--- config.mk ---
export PLATFORM = sky130hd
export DESIGN_NAME = pgm_select_ctrl
export DESIGN_NICKNAME = d
export VERILOG_FILES = /design/src/rtl/pgs_pkg.sv /design/src/rtl/ovp_guard.sv /design/src/rtl/prog_index.sv /design/src/rtl/run_fsm.sv /design/src/rtl/pgm_select_ctrl.sv
export SDC_FILE = /design/constraint.sdc
export NUM_CORES = 1
export LEC_CHECK = 0
export BUFFER_PORTS_ARGS = -buffer_cell sky130_fd_sc_hd__buf_4
export CAP_MARGIN = 20
export CORE_MARGIN = 2
export CORE_UTILIZATION = 35
export CTS_CLUSTER_SIZE = 10
export DETAILED_ROUTE_END_ITERATION = 10
export MAX_ROUTING_LAYER = met4
export PLACE_DENSITY_LB_ADDON = 0.05
export RECOVER_POWER = 100
export SYNTH_ARGS = -nofsm -noshare
export SYNTH_HDL_FRONTEND = slang
export SYNTH_SLANG_ARGS = --single-unit
--- constraint.sdc ---
create_clock -name clk -period 1.45 [get_ports clk]
set_clock_uncertainty 0.05 [all_clocks]
set_input_delay 0.29 -clock clk [delete_from_list [all_inputs] [get_ports clk]]
set_output_delay 0.29 -clock clk [all_outputs]
set_load 0.05 [all_outputs]
--- src/rtl/pgs_pkg.sv ---
package pgs_pkg;

    typedef enum logic [1:0] {
        ST_IDLE = 2'd0,
        ST_RUN  = 2'd1,
        ST_SUSP = 2'd2
    } run_state_e;

endpackage

--- src/rtl/ovp_guard.sv ---
module ovp_guard #(
    parameter int CLEAR_CYC = 16
) (
    input  logic clk,
    input  logic rst_n,
    input  logic ov_async,
    output logic fault
);
    localparam int CNT_W = $clog2(CLEAR_CYC + 1);
    localparam logic [CNT_W-1:0] CNT_LAST = CNT_W'(CLEAR_CYC - 1);

    logic             meta_q;
    logic             sync_q;
    logic             fault_q;
    logic [CNT_W-1:0] clr_cnt_q;

    // two-flop synchroniser for the comparator flag
    always_ff @(posedge clk or negedge rst_n) begin
        if (!rst_n) begin
            meta_q <= 1'b0;
            sync_q <= 1'b0;
        end else begin
            meta_q <= ov_async;
            sync_q <= meta_q;
        end
    end

    // fault is set at once, cleared after CLEAR_CYC quiet cycles
    always_ff @(posedge clk or negedge rst_n) begin
        if (!rst_n) begin
            fault_q   <= 1'b0;
            clr_cnt_q <= '0;
        end else if (sync_q) begin
            fault_q   <= 1'b1;
            clr_cnt_q <= '0;
        end else if (fault_q) begin
            if (clr_cnt_q == CNT_LAST) begin
                fault_q   <= 1'b0;
                clr_cnt_q <= '0;
            end else begin
                clr_cnt_q <= clr_cnt_q + 1'b1;
            end
        end
    end

    assign fault = fault_q;

    AST_FAULT_CLEAR_QUIET: assert property (@(posedge clk) disable iff (!rst_n)
        $fell(fault_q) |-> !$past(sync_q));

    AST_FAULT_FOLLOWS_SYNC: assert property (@(posedge clk) disable iff (!rst_n)
        sync_q |=> fault_q);

endmodule

--- src/rtl/prog_index.sv ---
module prog_index #(
    parameter int NUM_PROG = 4,
    parameter int IDX_W    = $clog2(NUM_PROG)
) (
    input  logic                clk,
    input  logic                rst_n,
    input  logic                adv,
    output logic [IDX_W-1:0]    idx,
    output logic [NUM_PROG-1:0] led
);
    localparam logic [IDX_W-1:0] IDX_LAST = IDX_W'(NUM_PROG - 1);

    logic [IDX_W-1:0] idx_q;

    always_ff @(posedge clk or negedge rst_n) begin
        if (!rst_n) begin
            idx_q <= '0;
        end else if (adv) begin
            idx_q <= (idx_q == IDX_LAST) ? '0 : idx_q + 1'b1;
        end
    end

    // one indicator per stored program
    for (genvar g = 0; g < NUM_PROG; g++) begin : g_led
        assign led[g] = (idx_q == IDX_W'(g));
    end

    assign idx = idx_q;

    AST_IDX_HELD: assert property (@(posedge clk) disable iff (!rst_n)
        !adv |=> $stable(idx_q));

    AST_LED_SINGLE: assert property (@(posedge clk) disable iff (!rst_n)
        $countones(led) == 1);

endmodule

--- src/rtl/run_fsm.sv ---
module run_fsm
    import pgs_pkg::*;
(
    input  logic clk,
    input  logic rst_n,
    input  logic btn_start,
    input  logic btn_stop,
    input  logic eng_done,
    input  logic fault,
    input  logic is_cw,
    output logic sel_en,
    output logic run_led,
    output logic eng_run,
    output logic eng_halt
);
    run_state_e state_q;
    run_state_e state_nx;
    logic       halt_req;

    always_comb begin
        state_nx = state_q;
        halt_req = 1'b0;
        unique case (state_q)
            ST_IDLE: begin
                if (btn_start && !fault) state_nx = ST_RUN;
            end
            ST_RUN: begin
                if (btn_stop) begin
                    state_nx = ST_IDLE;
                    halt_req = 1'b1;
                end else if (fault) begin
                    state_nx = ST_SUSP;
                end else if (eng_done && !is_cw) begin
                    state_nx = ST_IDLE;
                end
            end
            ST_SUSP: begin
                if (btn_stop) begin
                    state_nx = ST_IDLE;
                    halt_req = 1'b1;
                end else if (!fault) begin
                    state_nx = ST_RUN;
                end
            end
            default: state_nx = ST_IDLE;
        endcase
    end

    // state register
    always_ff @(posedge clk or negedge rst_n) begin
        if (!rst_n) state_q <= ST_IDLE;
        else        state_q <= state_nx;
    end

    // registered outputs, decoded from the next state
    always_ff @(posedge clk or negedge rst_n) begin
        if (!rst_n) begin
            run_led  <= 1'b0;
            eng_run  <= 1'b0;
            eng_halt <= 1'b0;
        end else begin
            run_led  <= (state_nx != ST_IDLE);
            eng_run  <= (state_nx == ST_RUN);
            eng_halt <= halt_req;
        end
    end

    // selection may move only in idle and never together with a start
    assign sel_en = (state_q == ST_IDLE) && !btn_start;

    AST_HALT_PULSE: assert property (@(posedge clk) disable iff (!rst_n)
        eng_halt |=> !eng_halt);

    AST_HALT_FROM_STOP: assert property (@(posedge clk) disable iff (!rst_n)
        eng_halt |-> $past(btn_stop));

    AST_FAULT_SUSPENDS: assert property (@(posedge clk) disable iff (!rst_n)
        (state_q == ST_RUN && fault && !btn_stop) |=> (state_q == ST_SUSP));

    AST_SUSP_IGNORES_DONE: assert property (@(posedge clk) disable iff (!rst_n)
        (state_q == ST_SUSP && fault && !btn_stop) |=> (state_q == ST_SUSP));

    AST_NO_START_IN_FAULT: assert property (@(posedge clk) disable iff (!rst_n)
        (state_q == ST_IDLE && fault) |=> (state_q == ST_IDLE));

endmodule

--- src/rtl/pgm_select_ctrl.sv ---
module pgm_select_ctrl #(
    parameter int              NUM_PROG  = 4,
    parameter int              IDX_W     = $clog2(NUM_PROG),
    parameter logic [NUM_PROG-1:0] CW_MASK = 4'b0100,
    parameter int              CLEAR_CYC = 16
) (
    input  logic                clk,
    input  logic                rst_n,
    input  logic                btn_prog,
    input  logic                btn_start,
    input  logic                btn_stop,
    input  logic                ov_flag,
    input  logic                eng_done,
    output logic [IDX_W-1:0]    prog_idx,
    output logic [NUM_PROG-1:0] prog_led,
    output logic                run_led,
    output logic                fault_led,
    output logic                eng_run,
    output logic                eng_halt
);
    logic fault;
    logic sel_en;
    logic is_cw;

    ovp_guard #(
        .CLEAR_CYC (CLEAR_CYC)
    ) i_ovp_guard (
        .clk      (clk),
        .rst_n    (rst_n),
        .ov_async (ov_flag),
        .fault    (fault)
    );

    prog_index #(
        .NUM_PROG (NUM_PROG),
        .IDX_W    (IDX_W)
    ) i_prog_index (
        .clk   (clk),
        .rst_n (rst_n),
        .adv   (btn_prog && sel_en),
        .idx   (prog_idx),
        .led   (prog_led)
    );

    assign is_cw = CW_MASK[prog_idx];

    run_fsm i_run_fsm (
        .clk       (clk),
        .rst_n     (rst_n),
        .btn_start (btn_start),
        .btn_stop  (btn_stop),
        .eng_done  (eng_done),
        .fault     (fault),
        .is_cw     (is_cw),
        .sel_en    (sel_en),
        .run_led   (run_led),
        .eng_run   (eng_run),
        .eng_halt  (eng_halt)
    );

    assign fault_led = fault;

    AST_RUN_IMPLIES_LED: assert property (@(posedge clk) disable iff (!rst_n)
        eng_run |-> run_led);

endmodule

; ---- Word level (Yosys, flattened, before mapping)
; Index checks and enable logic that the tools add are counted.
[classes]
addsub = 2
mul = 0
n_div = 0
order_cmp = 1
eq_ne = 7
shift = 0
mux = 18
bitwise = 0
n_reduce_logical = 12
[ops]
columns = cell, count
row1 = $mux W5, 3
row2 = $mux W2, 7
row3 = $eq A2 B1 Y1 const B, 3
row4 = $eq A2 B2 Y1 const B, 3
row5 = $mux W1, 6
row6 = $pmux W2 S3, 1
row7 = $add A5 B1 Y5 const B, 1
row8 = $eq A5 B4 Y1 const B, 1
row9 = $logic_and A1 B1 Y1, 4
row10 = $logic_not A2 Y1, 2
row11 = $reduce_bool A2 Y1, 2
row12 = $logic_not A1 Y1, 3
row13 = $lt A2 B3 Y1 const B, 1
row14 = $add A2 B1 Y2 const B, 1
row15 = $bmux W1 S2, 1
row16 = $reduce_or A2 Y1, 1
[totals]
register_bits = 15
latch_bits = 0
ramBits = 0
mem_bits_ro = 0
inputBits = 7
output_inout_bits = 10
word_cells = 49
mem_count = 0

; ---- Depth between registers and ports, before layout
; Gate-level depths: netlist (run 1).
[depth]
depth_word = 9
ltp_mapped = 6
ltp_nobuf = 6

; ---- By module
; From an unflattened synthesis (run 1), not the netlist that was laid out.
[hier_totals]
hier_cells = 76
area_unflattened_um2 = 812.0
[by_module_without_submodules]
columns = module, instances, cells_per_inst, area_each_um2, seq_area_each_um2
row1 = run_fsm, 1, 34, 334.1, 125.1
row2 = ovp_guard, 1, 28, 327.8, 200.2
row3 = prog_index, 1, 12, 130.1, 50.0
row4 = pgm_select_ctrl, 1, 2, 20.0, 0.0

; ---- Least setup slack after synthesis (run 1)
; OpenSTA, ideal clock, no wires.
[synth_path]
kind = reg2reg
from = register i_prog_index.idx_q[0] (netlist: i_prog_index.idx[0])
to = register i_run_fsm.run_led
setup_ns = 0.128
arrival_ns = 1.947
required_ns = 1.272
slack_ns = -0.674
stages_incl_launch_ff = 7
path_buffers = 0
period_less_slack_ns = 2.124
cell_sequence = dfrtp_1 inv_1 ha_1 nand2b_1 a31o_1 a32oi_1 nand2b_1
[synth_via]
elab_chain_cells = 9
[synth_rtl]
columns = element, line
row1 = "start, declared", prog_index.sv:13  ; logic [IDX_W-1:0] idx_q;
row2 = "start signal, assigned", prog_index.sv:19  ; idx_q <= (idx_q == IDX_LAST) ? '0 : idx_q + 1'b1;
row3 = $bmux W1 S2, pgm_select_ctrl.sv:45  ; assign is_cw = CW_MASK[prog_idx];
row4 = $mux W1 (not written as such), pgm_select_ctrl.sv:45
row5 = $logic_not A1 Y1, run_fsm.sv:33  ; end else if (eng_done && !is_cw) begin
row6 = $logic_and A1 B1 Y1, run_fsm.sv:33
row7 = $mux W2, run_fsm.sv:33
row8 = $mux W2, run_fsm.sv:31  ; end else if (fault) begin
row9 = $mux W2, run_fsm.sv:28  ; if (btn_stop) begin
row10 = $pmux W2 S3, run_fsm.sv:23  ; unique case (state_q)
row11 = $reduce_bool A2 Y1, run_fsm.sv:62  ; run_led <= (state_nx != ST_IDLE);
row12 = "end signal, assigned", run_fsm.sv:62
row13 = "end, declared", run_fsm.sv:12  ; output logic run_led,
; Every way passes these cells. The select of a mux whose other input is x is not followed.
; A chain may end at the register's enable or synchronous reset.

; ---- Final worst setup path (run 1)
[layout_path]
from = register i_run_fsm.state_q[0]
to = register i_run_fsm.run_led
[layout_via]
elab_cells_between_ends = 11
cone_classes = eq/ne (2) / mux (7) / reduce/logical (2)
[layout_rtl]
columns = element, line
row1 = "start, declared", run_fsm.sv:16  ; run_state_e state_q;
row2 = "start signal, assigned", run_fsm.sv:52  ; else state_q <= state_nx;
row3 = "$eq A2 B2 Y1, or another cell as far along", run_fsm.sv:23
row4 = $pmux W2 S3 (*), run_fsm.sv:23
row5 = net i_run_fsm.state_nx[1], run_fsm.sv:17  ; run_state_e state_nx;
row6 = $reduce_bool A2 Y1 (*), run_fsm.sv:62
; The timed path passes the listed nets; every way through them passes the cells marked *.

==> summary.md, run 1 <==
| Metric | Value |
|---|---|
| Status | finished, violations left |
| Violated checks | negative setup slack |
| Yosys warning count | 0 |
| DR vias/cell | 4.850 |
| Largest family of logic cells by synthesized area | simple AND/OR/NAND/NOR gates |
| Pwr Total | 0.002451 W |
| Area contributors post-synth | dfrtp_1, ha_1, nand2b_1, inv_1, mux2_2 |
| Pleak | 0.6258 nW |
| Synth Area in Simple Gates | 0.1738 |
| Hold Crit Depth | 1 |
| Crit Path Max Fanout | 4 |
| Final setup viols | 9 |
| PD cells | 1854 mW/mm2 |
| Most common cell after layout, fill and taps aside | buf_4 |
| Die span in y | 51.57 um |
| Synth cell types | 30 |
| Commonest non-fill, non-tap cells in the layout | buf_4, dfrtp_1, ha_4, nor2_1, buf_6 |
| Final Wtd Congestion | 0.8579 |
| Synthesized-area fraction occupied by adder cells | 0.1422 |
| Final nets | 129 |
| Global-route wire length before repair | 3015 um |
| MaxCap Viol Count | 0 |
| Aggregate global routing overflow | 0 |
| Slew HR | 0.4808 |
| Mapped Nets | 89 |
| WP data required | 1.62 ns |
| Initial antenna violation count | 0 |
| Worst-Margin Slew | 0.7788 ns |
| VDD IR max | 1607 uV |
| CP Class | reg -> reg |
| Drc violations | 0 |
| Fin crit period | 1.543 ns |
| Switching power total | 0.001072 W |
| Post-Syn Area per Cell | 10.85 um2 |
| Mapped Area | 792.0 um2 |
| Unrepaired setup endpoints after global routing | yes |
| Hold WC Path Type | in -> reg |
| Placed cells | 125 |
| Post-route ant nets | 0 |
| Fraction of layout instances using a drive strength above 1 | 0.5446 |
| PnR worst setup slack | -0.09323 ns |
| Final hold vios | 0 |
| Largest net degree at the start of global routing | 16 |
| Worst setup SP type | flop |
| CP endpoint kind | flop |
| Initial Util | 0.3651 |
| Die X | 51.57 um |
| Via count | 679 |
| Worst-path clk slew | 0.08 ns |
| Power Internal | 0.001379 W |
| Worst R2R Start | i_run_fsm.state_q[0] |
| Data arrival, critical path | 1.71 ns |
| Flops & latches, synth | 15 |
| Hold Startpoint | ov_flag |
| Mapped Cells | 73 |
| DR pass1 iterations | 4 |
| # fillers | 196 |
| Root buf cell | clkbuf_4 |
| Wire per inst | 13.41 um |
| Yosys top cell by area | dfrtp_1 |
| Pre-CTS setup slack | -0.1109 ns |
| Cts bufs inserted | 3 |
| Worst reg2reg setup slack | -0.09 ns |
| Detailed Route Iter0 Violations | 9 |
| # IOs | 17 |
| Post-Synth XOR/XNOR Area | 0.01106 |
| HPWL after detailed placement | 1203 um |
| Max clock buf depth | 2 |
| Sequential area share after synthesis | 0.4739 |
| WL final | 1877 um |
| Fin crit share | 1.064 |
| Gate power share | 0.679 |
| Core area | 0.002170 mm2 |
| Die area | 0.002659 mm2 |
| Layout Utilization | 0.6096 |
| Overall Global Routing Usage | 0.1625 |
| CTS Sinks | 15 |
| Synth top area share | 0.4739 |
| Final Max Tran Viols | 0 |
| H-tree levels | 1 |
| Seq pwr share | 0.229 |
| Compound-gate portion of the synthesized area | 0.1232 |
| FF-to-FF End | i_run_fsm.run_led |
| Final Non-Filler Cells | 140 |
| Post-synthesis mux area share | 0.04107 |
| Max Freq | 0.6480 GHz |
| CTS tree | yes |
| Synth-to-layout area growth | 66.98% |
| # rows | 17 |
| Vias in the first global route | 694 |
| R2R cell count | 6 |
| Clock power frac | 0.092 |
| Antenna Cells | 0 |
| Clk_lat worst skew | 0.27 ns |
| Number of buffers inserted by port buffering | 16 |
| Switching share of total power | 0.4374 |
| Hold Path End | i_ovp_guard.meta_q |
through the flow:
| step | setup TNS [ns] | area (um2) | hold WS, ns |
|---|---|---|---|
| floorplan | -0.6443 | 824.5 | -0.05559 |
| global placement | -0.1437 | 1042 | 0.1037 |
| detailed placement | -0.1324 | 1042 | 0.1031 |
| CTS | -0.2988 | 1232 | 0.06205 |
| global route | -1.135 | 1323 | 0.06739 |
| finish | -0.4968 | 1323 | 0.09156 |
critical path, stage by stage (launching register included):
cell and delay [ns]:
dfrtp_1 0.41, inv_2 0.12, ha_4 0.16, and2b_1 0.16, o21ai_2 0.07, a221oi_2 0.33
nand2b_4 0.18
power groups by stage:
| stage | logic (W) | clock network [W] | registers (W) |
|---|---|---|---|
| 4_1_cts | 0.00147 | 0.000234 | 0.000563 |
| 3_3_place_gp | 0.00112 | 0 | 0.000565 |
| 6_report | 0.00166 | 0.000226 | 0.000561 |
| 2_1_floorplan | 0.000566 | 0 | 0.000780 |
| 5_1_grt | 0.00177 | 0.000268 | 0.000572 |
| 3_5_place_dp | 0.00112 | 0 | 0.000569 |
synthesized netlist by cell type, drive strengths merged:
cell type / instances
nand4: 1
a21o: 1
and3b: 1
a31oi: 1
a211oi: 1
a32oi: 1
and2: 2
xor2: 1
a21boi: 1
o21ai: 1
nand2: 5
a221oi: 1
nand3: 3
and2b: 1
dfrtp: 15
nand4b: 1
a21oi: 1
mux2i: 1
mux2: 2
o41ai: 1
a31o: 1
nor3: 1
ha: 9
buf: 1
nor3b: 1
o21ba: 1
o21a: 1
nor2: 6
nand2b: 4
inv: 6
how the worst max path moves through the flow:
| stage | endpoint | cells after the start | from | slack [ns] |
|---|---|---|---|---|
| final | i_run_fsm.run_led | 6 | i_run_fsm.state_q[0] | -0.09 |
| after global routing | i_run_fsm.run_led | 6 | i_run_fsm.state_q[0] | -0.17 |
| after CTS | i_run_fsm.run_led | 6 | i_run_fsm.state_q[0] | -0.06 |
| after detailed placement | i_run_fsm.run_led | 6 | i_run_fsm.state_q[0] | -0.11 |
| after global placement | i_run_fsm.run_led | 6 | i_run_fsm.state_q[0] | -0.12 |
| after floorplan | i_run_fsm.run_led | 6 | i_prog_index.idx[0] | -0.17 |
metal layers:
metal | vias up | GRT usage | share of wire
li1 | 328 | - | -
met1 | 329 | 0.1729 | 0.42
met2 | 18 | 0.2714 | 0.52
met3 | 4 | 0.05460 | 0.046
met4 | 0 | 0.07895 | 0.019
met5 | - | - | 0
area by class of cell:
cell class	instances	area, um2	area share
multi-input combinational	51	541.8	0.4096
sequential	15	377.9	0.2857
timing repair buffer	36	314.1	0.2375
tap	28	35.03	0.02649
inverter	6	27.53	0.02081
clock buffer	4	26.28	0.01987
repair_timing:
| item | in CTS | in global routing |
|---|---|---|
| buffers inserted | 5 | 5 |
| endpoints found under the hold margin | 15 | 0 |
| hold buffers | 1 | 0 |
| endpoints found under the setup margin | 7 | 10 |
| resized for setup | 27 | 11 |
| pin swaps | 6 | 4 |
cell families (layout without fill, tap and decap cells):
| family | after synthesis | after routing |
|---|---|---|
| simple gates | 26 | 26 |
| xor+xnor | 1 | 1 |
| mux | 3 | 3 |
| fa+ha+maj | 9 | 9 |
| flops | 15 | 15 |
| compound gates | 12 | 12 |
| buf+inv | 7 | 46 |
registers in the layout (all words and copies together) (netlist names):
register / count
i_ovp_guard.clr_cnt_q: 5
i_prog_index.idx: 2
i_run_fsm.state_q: 2
i_ovp_guard.fault: 1
i_ovp_guard.meta_q: 1
i_ovp_guard.sync_q: 1
i_run_fsm.eng_halt: 1
i_run_fsm.eng_run: 1
i_run_fsm.run_led: 1
(Power assumes the default switching activity.)
==> run 2, diff against run 1 <==
==> constraint.sdc (replaced) <==
create_clock -name clk -period 1.5 [get_ports clk]
set_clock_uncertainty 0.05 [all_clocks]
set_input_delay 0.3 -clock clk [delete_from_list [all_inputs] [get_ports clk]]
set_output_delay 0.3 -clock clk [all_outputs]
set_load 0.05 [all_outputs]
==> run 2 against run 1 <==
Effect of this change: the flow still finishes with violations (negative setup slack); critical path depth decreased by 2; clock-buffer cell count is 1 lower; global-route usage grew 0.62 points; wire length decreased by 7.6%; sequential cell count unchanged; die area stayed put; sequential share of layout area up 2.7 points; power fell by 12%; worst setup slack gained 0.060 ns; register-to-register slack better by 0.06 ns; cell count fell by 5.0%; largest cell class unchanged.
==> summary.md, run 2 (same netlist as run 1, synthesis figures left out) <==
| Metric | Value |
|---|---|
| Fin crit period | 1.533 ns |
| Setup TNS | -0.09164 ns (was -0.4968 ns) |
| Aggregate global routing overflow | 0 (unchanged) |
| CTS tree | yes (unchanged) |
| Worst-path clk slew | 0.09 ns (was 0.08 ns) |
| H-tree levels | 1 (unchanged) |
| Max clock buf depth | 2 (unchanged) |
| Slew HR | 0.4405 (was 0.4808) |
| WP data required | 1.15 ns (was 1.62 ns) |
| Fraction of layout instances using a drive strength above 1 | 0.5048 (was 0.5446) |
| Final nets | 122 (was 129) |
| Number of buffers inserted by port buffering | 16 (unchanged) |
| Antenna Cells | 0 (unchanged) |
| Switching share of total power | 0.4449 (was 0.4374) |
| Wire per inst | 13.05 um (was 13.41 um) |
| Crit Path Max Fanout | 4 (unchanged) |
| PnR worst setup slack | -0.03341 ns (was -0.09323 ns) |
| Via count | 641 (was 679) |
| Biggest register | i_ovp_guard.clr_cnt_q (unchanged) |
| Final Wtd Congestion | 0.8959 (was 0.8579) |
| VDD IR max | 1360 uV (was 1607 uV) |
| Core area | 0.002170 mm2 (unchanged) |
| Clock power frac | 0.106 (was 0.092) |
| Overall Global Routing Usage | 0.1687 (was 0.1625) |
| # IOs | 17 (unchanged) |
| Power Internal | 0.001202 W (was 0.001379 W) |
| Area after DPL | 0.001032 mm2 (was 0.001042 mm2) |
| Commonest non-fill, non-tap cells in the layout | buf_4, dfrtp_1, nor2_1, ha_4, buf_6 (was buf_4, dfrtp_1, ha_4, nor2_1, buf_6) |
| Final instance area | 0.001209 mm2 (was 0.001323 mm2) |
| Pre-CTS setup slack | -0.1116 ns (was -0.1109 ns) |
| Detailed Route Iter0 Violations | 11 (was 9) |
| Clk_lat worst skew | 0.28 ns (was 0.27 ns) |
| Vias in the first global route | 648 (was 694) |
| Synth-to-layout area growth | 52.61% (was 66.98%) |
| Largest net degree at the start of global routing | 16 (unchanged) |
| WL final | 1735 um (was 1877 um) |
| Post-route ant nets | 0 (unchanged) |
| Data arrival, critical path | 1.18 ns (was 1.71 ns) |
| CP endpoint kind | output port (was flop) |
| Pleak | 0.5831 nW (was 0.6258 nW) |
| Hold Crit Depth | 1 (unchanged) |
| MaxCap Viol Count | 0 (unchanged) |
| CTS Sinks | 15 (unchanged) |
| Worst setup SP type | flop (unchanged) |
| Final Max Tran Viols | 0 (unchanged) |
| DR vias/cell | 4.820 (was 4.850) |
| Worst-Margin Slew | 0.8392 ns (was 0.7788 ns) |
| Unrepaired setup endpoints after global routing | yes (unchanged) |
| Violated checks | negative setup slack (unchanged) |
| Max reg flops | 5 (unchanged) |
| Die X | 51.57 um (unchanged) |
| Final hold vios | 0 (unchanged) |
| Max Freq | 0.6521 GHz |
| HPWL after detailed placement | 1244 um (was 1203 um) |
| Final setup viols | 4 (was 9) |
| Root buf cell | clkbuf_4 (unchanged) |
| Status | finished, violations left (unchanged) |
| PD cells | 1791 mW/mm2 (was 1854 mW/mm2) |
| Cts bufs inserted | 3 (unchanged) |
| Most common cell after layout, fill and taps aside | buf_4 (unchanged) |
| Gate power share | 0.643 (was 0.679) |
| # rows | 17 (unchanged) |
| Hold WC Path Type | in -> reg (unchanged) |
| Drc violations | 0 (unchanged) |
| Die span in y | 51.57 um (unchanged) |
| R2R cell count | 6 (unchanged) |
| Seq pwr share | 0.251 (was 0.229) |
| Fin crit share | 1.022 |
| Initial Util | 0.3651 (unchanged) |
| DR pass1 iterations | 4 (unchanged) |
| Initial antenna violation count | 0 (unchanged) |
| Global-route wire length before repair | 3105 um (was 3015 um) |
| Die area | 0.002659 mm2 (unchanged) |
| Switching power total | 0.0009629 W (was 0.001072 W) |
| CP Class | reg -> out (was reg -> reg) |
[run 2: timing repair]
item,4_1_cts,5_1_grt
hold buffers,1,0
pin swaps,6,3
buffers inserted,2,2
setup endpoints to repair,7,10
resized for setup,23,7
endpoints found under the hold margin,15,0
[run 2: worst max-delay path: stages (launching register included)]
cell and delay (ns):
dfrtp_2 0.43, buf_6 0.14, inv_4 0.06, ha_4 0.13
buf_8 0.14
[run 2: cell type report]
type | count | area [um2]
clock buffer | 3 | 22.52
inverter | 6 | 25.02
fill | 192 | 960.9
timing repair buffer | 29 | 257.7
multi-input combinational | 51 | 485.5
tap | 28 | 35.03
sequential | 15 | 377.9
clock inverter | 1 | 5.005
[run 2: through the flow]
step | util | total power [W] | hold WS [ns] | instances
floorplan | - | 0.001298 | -0.04559 | 73
global placement | 0.4758 | 0.001620 | 0.1185 | 124
global route | 0.5571 | 0.002309 | 0.06551 | 133
CTS | 0.5433 | 0.002111 | 0.05961 | 131
finish | 0.5571 | 0.002164 | 0.09793 | 133
detailed placement | 0.4758 | 0.001617 | 0.1194 | 124
[run 2: power groups by stage]
stage | clock (W) | sequential (W) | combinational, W
finish | 0.000229 | 0.000543 | 0.00139
detailed placement | 0 | 0.000546 | 0.00107
CTS | 0.000244 | 0.000540 | 0.00133
global route | 0.000271 | 0.000551 | 0.00149
global placement | 0 | 0.000546 | 0.00107
floorplan | 0 | 0.000754 | 0.000544
[run 2: per-layer routing]
layer / GRT usage / routed length [um] / up-vias
met5: - / 0 / -
met4: 0.06579 / 13 / 0
met3: 0.03448 / 67 / 2
li1: - / - / 322
met2: 0.2692 / 875 / 15
met1: 0.2110 / 779 / 302
[run 2: final timing paths]
kind | slack, ns | end | start
hold / removal | 0.1 | i_ovp_guard.meta_q | ov_flag
setup / recovery | -0.03 | prog_led[1] | i_prog_index.idx[1]
min in group asynchronous | 0.58 | i_run_fsm.eng_run | rst_n
max in group asynchronous | 0.25 | i_prog_index.idx[0] | rst_n
hold reg to reg | 0.32 | i_ovp_guard.sync_q | i_ovp_guard.meta_q
setup reg to reg | -0.03 | i_run_fsm.run_led | i_run_fsm.state_q[0]
